--- src/rtl/pdi_pkg.sv ---
package pdi_pkg;

  localparam int unsigned PDI_PHASES = 3;
  localparam int unsigned PDI_CNT_W  = 8;

  // Saturating increment of a run-length count.
  function automatic int unsigned run_step(input int unsigned run, input int unsigned top);
    return (run >= top) ? top : run + 1;
  endfunction

  // The filter passes a sample once the samples seen before it reach the threshold.
  function automatic logic width_met(input int unsigned run, input int unsigned thresh);
    return run >= thresh;
  endfunction

endpackage

--- src/rtl/pdi_width_filter.sv ---
module pdi_width_filter #(
  parameter int unsigned CNT_W = pdi_pkg::PDI_CNT_W
) (
  input  logic             clk,
  input  logic             rst,
  input  logic             raw,
  input  logic [CNT_W-1:0] min_w,
  output logic             filt
);
  localparam int unsigned RUN_MAX = (1 << CNT_W) - 1;

  logic [CNT_W-1:0] run_q;
  logic             filt_q;
  logic             pass_now;
  logic [CNT_W-1:0] run_nxt;

  assign pass_now = pdi_pkg::width_met(32'(run_q), 32'(min_w));
  assign run_nxt  = CNT_W'(pdi_pkg::run_step(32'(run_q), RUN_MAX));

  always_ff @(posedge clk) begin
    if (rst) begin
      run_q  <= '0;
      filt_q <= 1'b0;
    end else if (!raw) begin
      run_q  <= '0;
      filt_q <= 1'b0;
    end else begin
      run_q  <= run_nxt;
      filt_q <= pass_now;
    end
  end

  assign filt = filt_q;

  // a low sample always ends the filtered pulse at the next edge
  a_r1_low_clears: assert property (@(posedge clk) disable iff (rst)
    !raw |=> !filt);

  // a high filtered output implies the input was high at the previous sample
  a_r2_high_needs_input: assert property (@(posedge clk) disable iff (rst)
    filt |-> $past(raw));

  // with a nonzero threshold a single high sample cannot pass
  a_r1_single_blocked: assert property (@(posedge clk) disable iff (rst)
    (filt && $past(min_w) != '0) |-> $past(raw, 2));

  // the output is low right after a reset edge
  a_r6_reset_low: assert property (@(posedge clk)
    $past(rst) |-> !filt);

endmodule

--- src/rtl/pdi_out_gate.sv ---
module pdi_out_gate #(
  parameter int unsigned LINES = 2 * pdi_pkg::PDI_PHASES
) (
  input  logic             clk,
  input  logic             rst,
  input  logic [LINES-1:0] filt_bus,
  input  logic             on,
  output logic [LINES-1:0] drive
);
  for (genvar g = 0; g < LINES; g++) begin : g_line
    assign drive[g] = filt_bus[g] & on;
  end

  // an off gate holds every line low
  a_r4_off_forces_low: assert property (@(posedge clk) disable iff (rst)
    !on |-> drive == '0);

  // a high output always has a high filtered line behind it
  a_r5_no_spurious: assert property (@(posedge clk) disable iff (rst)
    (drive & ~filt_bus) == '0);

endmodule

--- src/rtl/pwm_pulse_cleaner.sv ---
module pwm_pulse_cleaner #(
  parameter int unsigned PHASES = pdi_pkg::PDI_PHASES,
  parameter int unsigned CNT_W  = pdi_pkg::PDI_CNT_W,
  localparam int unsigned LINES = 2 * PHASES
) (
  input  logic             clk,
  input  logic             rst,
  input  logic [LINES-1:0] pwm_raw,
  input  logic [CNT_W-1:0] min_width,
  input  logic             outputs_on,
  output logic [LINES-1:0] pwm_out
);
  logic [LINES-1:0] filt_bus;

  for (genvar p = 0; p < PHASES; p++) begin : g_phase
    for (genvar s = 0; s < 2; s++) begin : g_side
      pdi_width_filter #(.CNT_W(CNT_W)) u_filt (
        .clk   (clk),
        .rst   (rst),
        .raw   (pwm_raw[2*p+s]),
        .min_w (min_width),
        .filt  (filt_bus[2*p+s])
      );
    end
  end

  pdi_out_gate #(.LINES(LINES)) u_gate (
    .clk      (clk),
    .rst      (rst),
    .filt_bus (filt_bus),
    .on       (outputs_on),
    .drive    (pwm_out)
  );

  // reset drives all outputs low by the next edge
  a_r6_outputs_cleared: assert property (@(posedge clk)
    $past(rst) |-> pwm_out == '0);

endmodule

--- config.mk ---
export PLATFORM = sky130hd
export DESIGN_NAME = pwm_pulse_cleaner
export DESIGN_NICKNAME = d
export VERILOG_FILES = /design/src/rtl/pdi_pkg.sv /design/src/rtl/pdi_width_filter.sv /design/src/rtl/pdi_out_gate.sv /design/src/rtl/pwm_pulse_cleaner.sv
export SDC_FILE = /design/constraint.sdc
export NUM_CORES = 1
export LEC_CHECK = 0
export ABC_CLOCK_PERIOD_IN_PS = 1170
export BUFFER_PORTS_ARGS = -buffer_cell sky130_fd_sc_hd__buf_2
export CAP_MARGIN = 20
export CORE_ASPECT_RATIO = 1.1
export CORE_MARGIN = 2
export CORE_UTILIZATION = 55
export DETAILED_ROUTE_END_ITERATION = 10
export HOLD_SLACK_MARGIN = 0.06
export PLACE_DENSITY = 0.76
export SETUP_SLACK_MARGIN = 0.15
export SYNTH_ARGS = -nofsm -noshare
export SYNTH_HDL_FRONTEND = slang
export SYNTH_HIERARCHICAL = 1
export SYNTH_SLANG_ARGS = --single-unit
--- constraint.sdc ---
create_clock -name clk -period 1.17 [get_ports clk]
set_input_delay 0.2925 -clock clk [delete_from_list [all_inputs] [get_ports clk]]
set_output_delay 0.2925 -clock clk [all_outputs]
set_load 0.03 [all_outputs]
==> flow_summary.yaml, run 1 <==
status:
  outcome: "finished, violations left"
  violations: "negative setup slack"
timing:
  rsz0062_at_grt: "true"
  min_period_over_period_pct: 110
  fin_skew_ns: 0.00725
  finalHoldViolations: 0
  final.setup.worst_slack_ns: -0.114
  fmax_ghz: 0.779
  min_period_ns: 1.28
  worstMarginPinSlew_ns: 0.518
  final_max_slew_viol_count: 0
  final-setup-viol-count: 33
  relSlewSlack_pct: 65.5
routing:
  via_per_inst: 5.65
  vias: 3201
  wirelength_mm: 8.78
  drt_iter0_markers: 117
  drc: 0
  wl_per_cell_um: 15.5
  first_pass_iters: 4
  ant_nets: 0
finish:
  final_cell_mix: "buf_4 (57), inv_1 (56), ha_1 (48), a21oi_2 (34), dfxtp_1 (30)"
  fin_util_pct: 75.0
  syn_to_final_growth_pct: 31.6
  mostFrequentLayoutCell: "buf_4"
  design_area_um2: 4610
  fin_nets: 557
  drive_gt1_share_pct: 42.3
  n_antenna_cell: 0
clock_tree:
  worstSkewPairLatency_ns: 0.31
  root_buffer: "clkbuf_8"
  htree_num_levels: 2
  clockBufferDepth: 2
  cts_made_buffers: 5
  clk_pin_slew_ns: 0.10
  cts.sinks: 54
  cts_tree: "yes"
synthesis:
  avgSynthCellArea_um2: 8.72
  synth.area.top_cells: "dfxtp_1 (31%), ha_1 (19%), inv_1 (6.4%), a21oi_1 (4.3%), nand3_1 (4.3%)"
  synth_top_area_share_pct: 30.8
  synth_area_um2: 3510
  synth.net_count: 473
  yosys.area.top_type: "dfxtp_1"
  synth-seq-area-share_pct: 30.8
  ys_ff_latch: 54
  synth_warnings: 6
  ys_types: 26
  synth_cells: 402
pwr:
  ir_drop_mv: 0.480
  p_per_area_nw_per_um2: 730
  p_total_uw: 3370
  power_switching_share_pct: 26.2
  p_int_uw: 2490
  power_frac_clock_pct: 33.0
  cellLeakagePower_uw: 0.00202
  switching_power_uw: 882
  comb_power_share_pct: 11.4
  seq_power_share_pct: 55.6
die:
  rows: 30
  pin_count: 23
  core-area_um2: 6160
  fp.dieArea_um2: 7030
  initial_utilization_pct: 57.0
  die_x_um: 80.1
  die_h_um: 87.7
critical_path:
  arrival_ns: 1.52
  rr_endpoint: "g_phase[0].g_side[0].u_filt/filt$_SDFF_PP0_"
  ff2ff_setup_slack_ns: -0.11
  required_ns: 1.41
  crit_start: "g_phase[0].g_side[0].u_filt/run_q[0]$_SDFF_PP0_"
  ff2ff_path_depth: 5
  r2r-start: "g_phase[0].g_side[0].u_filt/run_q[0]$_SDFF_PP0_"
  start_kind: "register"
  critPathKind: "register to register"
  critPathMaxFanout: 3
  endpoint_kind: "register"
place:
  io_buffers: 22
  gp_congestion: 0.796
  placed_area_um2: 4030
  hpwl_mm: 5.80
global_routing:
  grt_pass1_vias: 3151
  track_usage_pct: 25.5
  antenna_found_initial: 0
  grt_max_degree: 16
  grt_pass1_wl_mm: 14.2
  gr-total-overflow: 0
hold_path:
  min_to: "g_phase[1].g_side[1].u_filt/run_q[0]$_SDFF_PP0_"
  worstHoldPathCells: 3
  hold_class: "input pin to register"
  min_from: "pwm_raw[3]"
flow_run:
  drv_cap: 0
==> cells by family (layout without fill, tap and decap cells) <==
| logic type | count (synthesis) | after routing | share of synthesized area (%) |
|---|---|---|---|
| compound gates | 78 | 78 | 14.6 |
| xor+xnor | 18 | 18 | 4.50 |
| fa+ha+maj | 54 | 54 | 19.3 |
| flops | 54 | 54 | 30.8 |
| mux | 6 | 6 | 1.71 |
| simple gates | 126 | 126 | 20.8 |
| buf+inv | 66 | 151 | 8.35 |
==> synthesized netlist by cell type <==
cell type	n
and3_2	6
a21o_1	6
buf_6	6
and4bb_2	6
and3_1	6
o21ai_0	6
o211ai_1	6
ha_1	54
a31oi_1	6
or2_4	6
nor2_1	24
a211o_1	6
nor3_1	6
nand4_1	18
nand3_1	30
xor2_1	6
inv_1	60
and2_1	12
xnor2_1	12
a21oi_2	12
dfxtp_1	54
nand2b_1	6
a21oi_1	30
mux2i_1	6
a211oi_1	6
nand2_1	6
==> how the worst max path moves through the flow <==
stage / end / slack [ns] / cells past startpoint
after floorplan: g_phase[0].g_side[0].u_filt/run_q[6]$_SDFF_PP0_ / 0.02 / 5
after global placement: g_phase[2].g_side[1].u_filt/filt$_SDFF_PP0_ / -0.24 / 6
after detailed placement: g_phase[2].g_side[0].u_filt/filt$_SDFF_PP0_ / -0.29 / 6
after CTS: g_phase[2].g_side[1].u_filt/filt$_SDFF_PP0_ / -0.07 / 5
after global routing: g_phase[1].g_side[0].u_filt/filt$_SDFF_PP0_ / -0.17 / 4
final: g_phase[0].g_side[0].u_filt/filt$_SDFF_PP0_ / -0.11 / 5
==> area by class of cell <==
cell class | count | area (um^2)
inverters | 60 | 225
fillers | 451 | 1540
repair buffers | 83 | 621
clock buffers | 7 | 86.3
flip-flops and latches | 54 | 1140
well taps | 80 | 100
multi-input cells | 282 | 2440
clock inverters | 1 | 5.00
==> sequential cells by signal, summed over array words and instances (netlist names) <==
name / flops
g_phase.g_side.u_filt/filt: 6
g_phase.g_side.u_filt/run_q: 48
==> worst max-delay path, stage by stage, from the launching register on <==
cell and delay [ns]:
dfxtp_4 0.39, inv_2 0.04, ha_1 0.27, o211ai_1 0.10, a211o_1 0.27, a31oi_1 0.14
==> through the flow <==
stage          setup TNS (ns)  cells  hold slack (ns)  worst slack [ns]
2_1_floorplan               0    402            0.429            0.0175
3_3_place_gp            -1.59    544            0.527            -0.244
3_5_place_dp            -2.17    544            0.524            -0.286
4_1_cts                -0.997    564            0.455           -0.0714
5_1_grt                 -3.92    567            0.512            -0.171
6_report               -0.999    567            0.479            -0.114
==> power by group through the flow <==
| stage | registers [uW] | logic [uW] | clock network, uW |
|---|---|---|---|
| 2_1_floorplan | 1920 | 214 | 0 |
| 3_3_place_gp | 1920 | 323 | 0 |
| 3_5_place_dp | 1920 | 340 | 0 |
| 4_1_cts | 1880 | 370 | 1140 |
| 5_1_grt | 1880 | 435 | 1190 |
| 6_report | 1880 | 384 | 1110 |
==> routing by layer <==
layer	vias up	track usage, %	wire [um]
li1	1575	-	-
met1	1530	30.0	3610
met2	73	47.7	4650
met3	23	2.89	292
met4	0	8.78	223
met5	-	0	0
==> repair_timing <==
item / CTS / global route
resized for setup: 65 / 41
pin swaps: 46 / 24
cloned: 0 / 0
setup endpoints to repair: 60 / 60
buffers inserted: 12 / 3
hold buffers: 0 / 0
No activity file was read; power rests on OpenSTA's default activity.
==> inputs of run 2 (changes only) <==
ABC_CLOCK_PERIOD_IN_PS = 1260   (was 1170)
CORE_UTILIZATION = 60   (was 55)
PLACE_DENSITY = 0.79   (was 0.76)
clock period = 1.26 ns   (was 1.17 ns; I/O delays follow)
==> flow_summary.yaml, run 2 (synthesis gave the netlist of run 1 again) <==
die:
  pin_count: 23
  initial_utilization_pct: 61.5
  fp.dieArea_um2: 6470
  die_x_um: 76.9
  die_h_um: 84.2
  core-area_um2: 5700
  rows: 29
place:
  gp_congestion: 0.882
  placed_area_um2: 3830
  hpwl_mm: 5.62
  dpl.cell_count: 511
  io_buffers: 22
pwr:
  comb_power_share_pct: 12.8
  p_total_uw: 3040
  switching_power_uw: 784
  seq_power_share_pct: 57.1
  p_per_area_nw_per_um2: 675
  cellLeakagePower_uw: 0.00191
  p_int_uw: 2260
  ir_drop_mv: 0.577
  power_frac_clock_pct: 30.1
  power_switching_share_pct: 25.8
critical_path:
  required_ns: 1.49
  crit_start: "g_phase[0].g_side[1].u_filt/run_q[0]$_SDFF_PP0_"
  ff2ff_path_depth: 5
  critPathMaxFanout: 2
  crit_slowest_cell: "dfxtp_4"
  start_kind: "register"
  ff2ff_setup_slack_ns: -0.06
  rr_endpoint: "g_phase[0].g_side[1].u_filt/filt$_SDFF_PP0_"
  critPathKind: "register to register"
  r2r-start: "g_phase[0].g_side[1].u_filt/run_q[0]$_SDFF_PP0_"
  crit_chain: "inv_4 -> ha_4 -> o211ai_1 -> a211o_1 -> a31oi_1"
  endpoint_kind: "register"
  arrival_ns: 1.55
  cp_slowest_stage_delay_ns: 0.37
hold_path:
  worstHoldPathCells: 3
  min_to: "g_phase[2].g_side[1].u_filt/run_q[0]$_SDFF_PP0_"
  hold_class: "input pin to register"
  min_from: "pwm_raw[5]"
timing:
  fmax_ghz: 0.760
  final_max_slew_viol_count: 0
  min_period_over_period_pct: 104
  holdWs_ns: 0.477
  relSlewSlack_pct: 66.5
  final-setup-viol-count: 3
  final.setup.worst_slack_ns: -0.0562
  rsz0062_at_grt: "true"
  min_period_ns: 1.32
  worstMarginPinSlew_ns: 0.503
  finalHoldViolations: 0
  fin_skew_ns: 0.00662
routing:
  wl_per_cell_um: 16.8
  wirelength_mm: 9.06
  first_pass_iters: 5
  vias: 3152
  ant_nets: 0
  drt_iter0_markers: 214
  via_per_inst: 5.84
  drc: 0
global_routing:
  track_usage_pct: 26.5
  gr-total-overflow: 0
  grt_pass1_vias: 2999
  grt_max_degree: 15
  grt_pass1_wl_mm: 13.8
  antenna_found_initial: 0
finish:
  fin_nets: 534
  regMostFlops: "g_phase.g_side.u_filt/run_q"
  mostFrequentLayoutCell: "inv_1"
  instances_no_fill: 540
  regArea_um2: 1160
  syn_to_final_growth_pct: 28.6
  design_area_um2: 4510
  nFillCells: 376
  final_cell_mix: "inv_1 (54), ha_1 (42), a21oi_2 (31), buf_4 (27)"
  drive_gt1_share_pct: 42.3
  multiInputGateArea_um2: 2480
  largest_reg_flops: 48
  n_antenna_cell: 0
  fin_util_pct: 79.2
clock_tree:
  clockBufferDepth: 2
  root_buffer: "clkbuf_8"
  cts_hold_buf: 0
  htree_num_levels: 2
  worstSkewPairLatency_ns: 0.31
  cts_tree: "yes"
  cts_made_buffers: 5
  cts.sinks: 54
  clk_pin_slew_ns: 0.09
status:
  outcome: "finished, violations left"
  violations: "negative setup slack"
flow_run:
  drv_cap: 0
run 2: power groups by stage:
stage | clock network, uW | registers, uW | logic, uW
finish | 916 | 1740 | 389
global route | 1000 | 1740 | 433
CTS | 941 | 1740 | 338
detailed placement | 0 | 1790 | 293
global placement | 0 | 1790 | 276
floorplan | 0 | 1790 | 204
run 2: area by class of cell:
cell class                 instances  area share, %
multi-input combinational        282           54.9
sequential                        54           25.6
timing repair buffer              60           10.5
inverter                          60           5.11
tap                               77           2.14
clock buffer                       7           1.69
run 2: layer usage:
| metal | up-vias | GRT usage (%) | part of all wire, % |
|---|---|---|---|
| met5 | - | 0 | 0 |
| met4 | 0 | 10.4 | 2.7 |
| met2 | 87 | 47.1 | 51 |
| li1 | 1529 | - | - |
| met1 | 1512 | 32.2 | 41 |
| met3 | 24 | 3.76 | 4.5 |
run 2: through the flow:
| step | TNS, ns | worst slack [ns] |
|---|---|---|
| after floorplan | 0 | 0.109 |
| after global placement | -0.810 | -0.149 |
| after detailed placement | -1.04 | -0.203 |
| after CTS | 0 | 0.0204 |
| after global routing | -0.751 | -0.131 |
| final | -0.106 | -0.0562 |
run 2: repair_timing:
item                                    CTS  global route
pin swaps                                29            25
buffers inserted                         13             9
resized for setup                        60            61
endpoints found under the setup margin   53            56
run 2: critical path, delay by kind of cell, from the launching register on:
family	cells	cell delay (ns)
adder cells (fa/ha/maj)	1	0.25
flip-flops	1	0.37
buffers and inverters	1	0.04
AO/OA/AOI/OAI	3	0.57
run 2: worst max path at each step:
| stage | slack, ns | endpoint | cells after the start |
|---|---|---|---|
| detailed placement | -0.20 | g_phase[0].g_side[0].u_filt/filt$_SDFF_PP0_ | 6 |
| global placement | -0.15 | g_phase[1].g_side[0].u_filt/filt$_SDFF_PP0_ | 6 |
| floorplan | 0.11 | g_phase[0].g_side[0].u_filt/filt$_SDFF_PP0_ | 5 |
| global route | -0.13 | g_phase[0].g_side[1].u_filt/filt$_SDFF_PP0_ | 4 |
| finish | -0.06 | g_phase[0].g_side[1].u_filt/filt$_SDFF_PP0_ | 5 |
| CTS | 0.02 | g_phase[2].g_side[1].u_filt/filt$_SDFF_PP0_ | 5 |
==> inputs of run 3 (changes only) <==
MAX_ROUTING_LAYER = met4   (was not set)
==> flow_summary.yaml, run 3 (synthesis gave the netlist of run 1 again) <==
timing:
  relSlewSlack_pct: 65.4
  final.setup.worst_slack_ns: -0.0490
  worstMarginPinSlew_ns: 0.519
  rsz0062_at_grt: "true"
  min_period_over_period_pct: 104
  final-setup-viol-count: 3
  min_period_ns: 1.31
  fin_skew_ns: 0.00798
  holdWs_ns: 0.472
  finalHoldViolations: 0
  final_max_slew_viol_count: 0
  fmax_ghz: 0.764
hold_path:
  min_from: "pwm_raw[5]"
  hold_class: "input pin to register"
place:
  gp_congestion: 0.897
  placed_area_um2: 3830
  io_buffers: 22
  hpwl_mm: 5.62
finish:
  nFillCells: 375
  multiInputGateArea_um2: 2480
  regMostFlops: "g_phase.g_side.u_filt/run_q"
  final_cell_mix: "inv_1 (54), ha_1 (42), a21oi_2 (31), buf_4 (27)"
  drive_gt1_share_pct: 42.2
  mostFrequentLayoutCell: "inv_1"
  design_area_um2: 4500
  fin_nets: 533
  largest_reg_flops: 48
  syn_to_final_growth_pct: 28.2
  n_antenna_cell: 0
  regArea_um2: 1160
routing:
  first_pass_iters: 4
  via_per_inst: 5.91
  wirelength_mm: 9.07
  vias: 3183
  drt_iter0_markers: 187
  drc: 0
  ant_nets: 0
  wl_per_cell_um: 16.8
flow_run:
  drv_cap: 0
critical_path:
  rr_endpoint: "g_phase[0].g_side[1].u_filt/filt$_SDFF_PP0_"
  cp-endpoint: "g_phase[0].g_side[1].u_filt/filt$_SDFF_PP0_"
  arrival_ns: 1.54
  endpoint_kind: "register"
  cp_slowest_stage_delay_ns: 0.37
  crit_slowest_cell: "dfxtp_4"
  crit_start: "g_phase[0].g_side[1].u_filt/run_q[0]$_SDFF_PP0_"
  start_kind: "register"
  r2r-start: "g_phase[0].g_side[1].u_filt/run_q[0]$_SDFF_PP0_"
  critPathKind: "register to register"
  crit_chain: "inv_4 -> ha_4 -> o211ai_1 -> a211o_1 -> a31oi_1"
  required_ns: 1.49
  critPathMaxFanout: 2
  ff2ff_path_depth: 5
  ff2ff_setup_slack_ns: -0.05
pwr:
  cellLeakagePower_uw: 0.00190
  p_per_area_nw_per_um2: 678
  ir_drop_mv: 0.576
clock_tree:
  clk_pin_slew_ns: 0.09
  cts_made_buffers: 5
  cts.sinks: 54
  root_buffer: "clkbuf_8"
  worstSkewPairLatency_ns: 0.31
  cts_tree: "yes"
  htree_num_levels: 2
  clockBufferDepth: 2
die:
  die_x_um: 76.9
  rows: 29
  initial_utilization_pct: 61.5
  die_h_um: 84.2
  fp.dieArea_um2: 6470
  core-area_um2: 5700
  pin_count: 23
global_routing:
  grt_pass1_wl_mm: 13.8
  use_met3_pct: 3.76
  track_usage_pct: 27.3
  grt_pass1_vias: 2992
  gr-total-overflow: 0
  grtUsageMet2_pct: 47.1
  use_met1_pct: 32.2
  antenna_found_initial: 0
  grt_max_degree: 15
  grt_most_used_layer: "met2"
status:
  outcome: "finished, violations left"
  violations: "negative setup slack"
-- run 3: where the power goes --
group          switching [uW]  internal (uW)  total (uW)
registers                28.1           1710        1740
clock network             535            384         919
logic                     225            165         390
total                     788           2260        3050
-- run 3: worst max-delay path: cells and delay by family (launching register included) --
family | cells | cell delay, ns
adder cells (fa/ha/maj) | 1 | 0.25
buffers and inverters | 1 | 0.04
AO/OA/AOI/OAI | 3 | 0.57
flip-flops | 1 | 0.37
-- run 3: cell type report --
type,count,area share [%]
multi-input cells,282,55.1
flip-flops and latches,54,25.7
repair buffers,59,10.3
inverters,60,5.07
well taps,77,2.14
clock buffers,7,1.70
-- run 3: routing by layer --
layer | wire, um | vias to the layer above
met4 | 255 | 0
met3 | 417 | 28
met2 | 4610 | 107
met5 | 0 | -
met1 | 3790 | 1519
li1 | - | 1529
-- run 3: what timing repair did --
action	CTS	global route
setup endpoints to repair	53	56
hold buffers	0	0
pin swaps	29	24
gates resized for setup	60	59
setup buffers	13	8
-- run 3: through the flow --
step           worst slack (ns)  instances  setup TNS [ns]  util [%]  power (uW)
6_report                -0.0490        539         -0.0948      78.9        3050
5_1_grt                  -0.131        539          -0.741      78.9        3170
4_1_cts                  0.0204        531               0      74.5        3020
3_5_place_dp             -0.203        511           -1.04      67.3        2090
3_3_place_gp             -0.149        511          -0.810      67.3        2070
2_1_floorplan             0.109        402               0         -        1990
-- run 3: worst min path at each step --
stage | endpoint | depth (start not counted) | slack, ns
detailed placement | g_phase[2].g_side[1].u_filt/run_q[0]$_SDFF_PP0_ | 1 | 0.45
floorplan | g_phase[0].g_side[0].u_filt/run_q[0]$_SDFF_PP0_ | 1 | 0.43
global placement | g_phase[2].g_side[1].u_filt/run_q[0]$_SDFF_PP0_ | 1 | 0.45
finish | g_phase[2].g_side[1].u_filt/run_q[0]$_SDFF_PP0_ | 3 | 0.47
global route | g_phase[2].g_side[1].u_filt/run_q[0]$_SDFF_PP0_ | 3 | 0.51
CTS | g_phase[2].g_side[1].u_filt/run_q[0]$_SDFF_PP0_ | 3 | 0.46
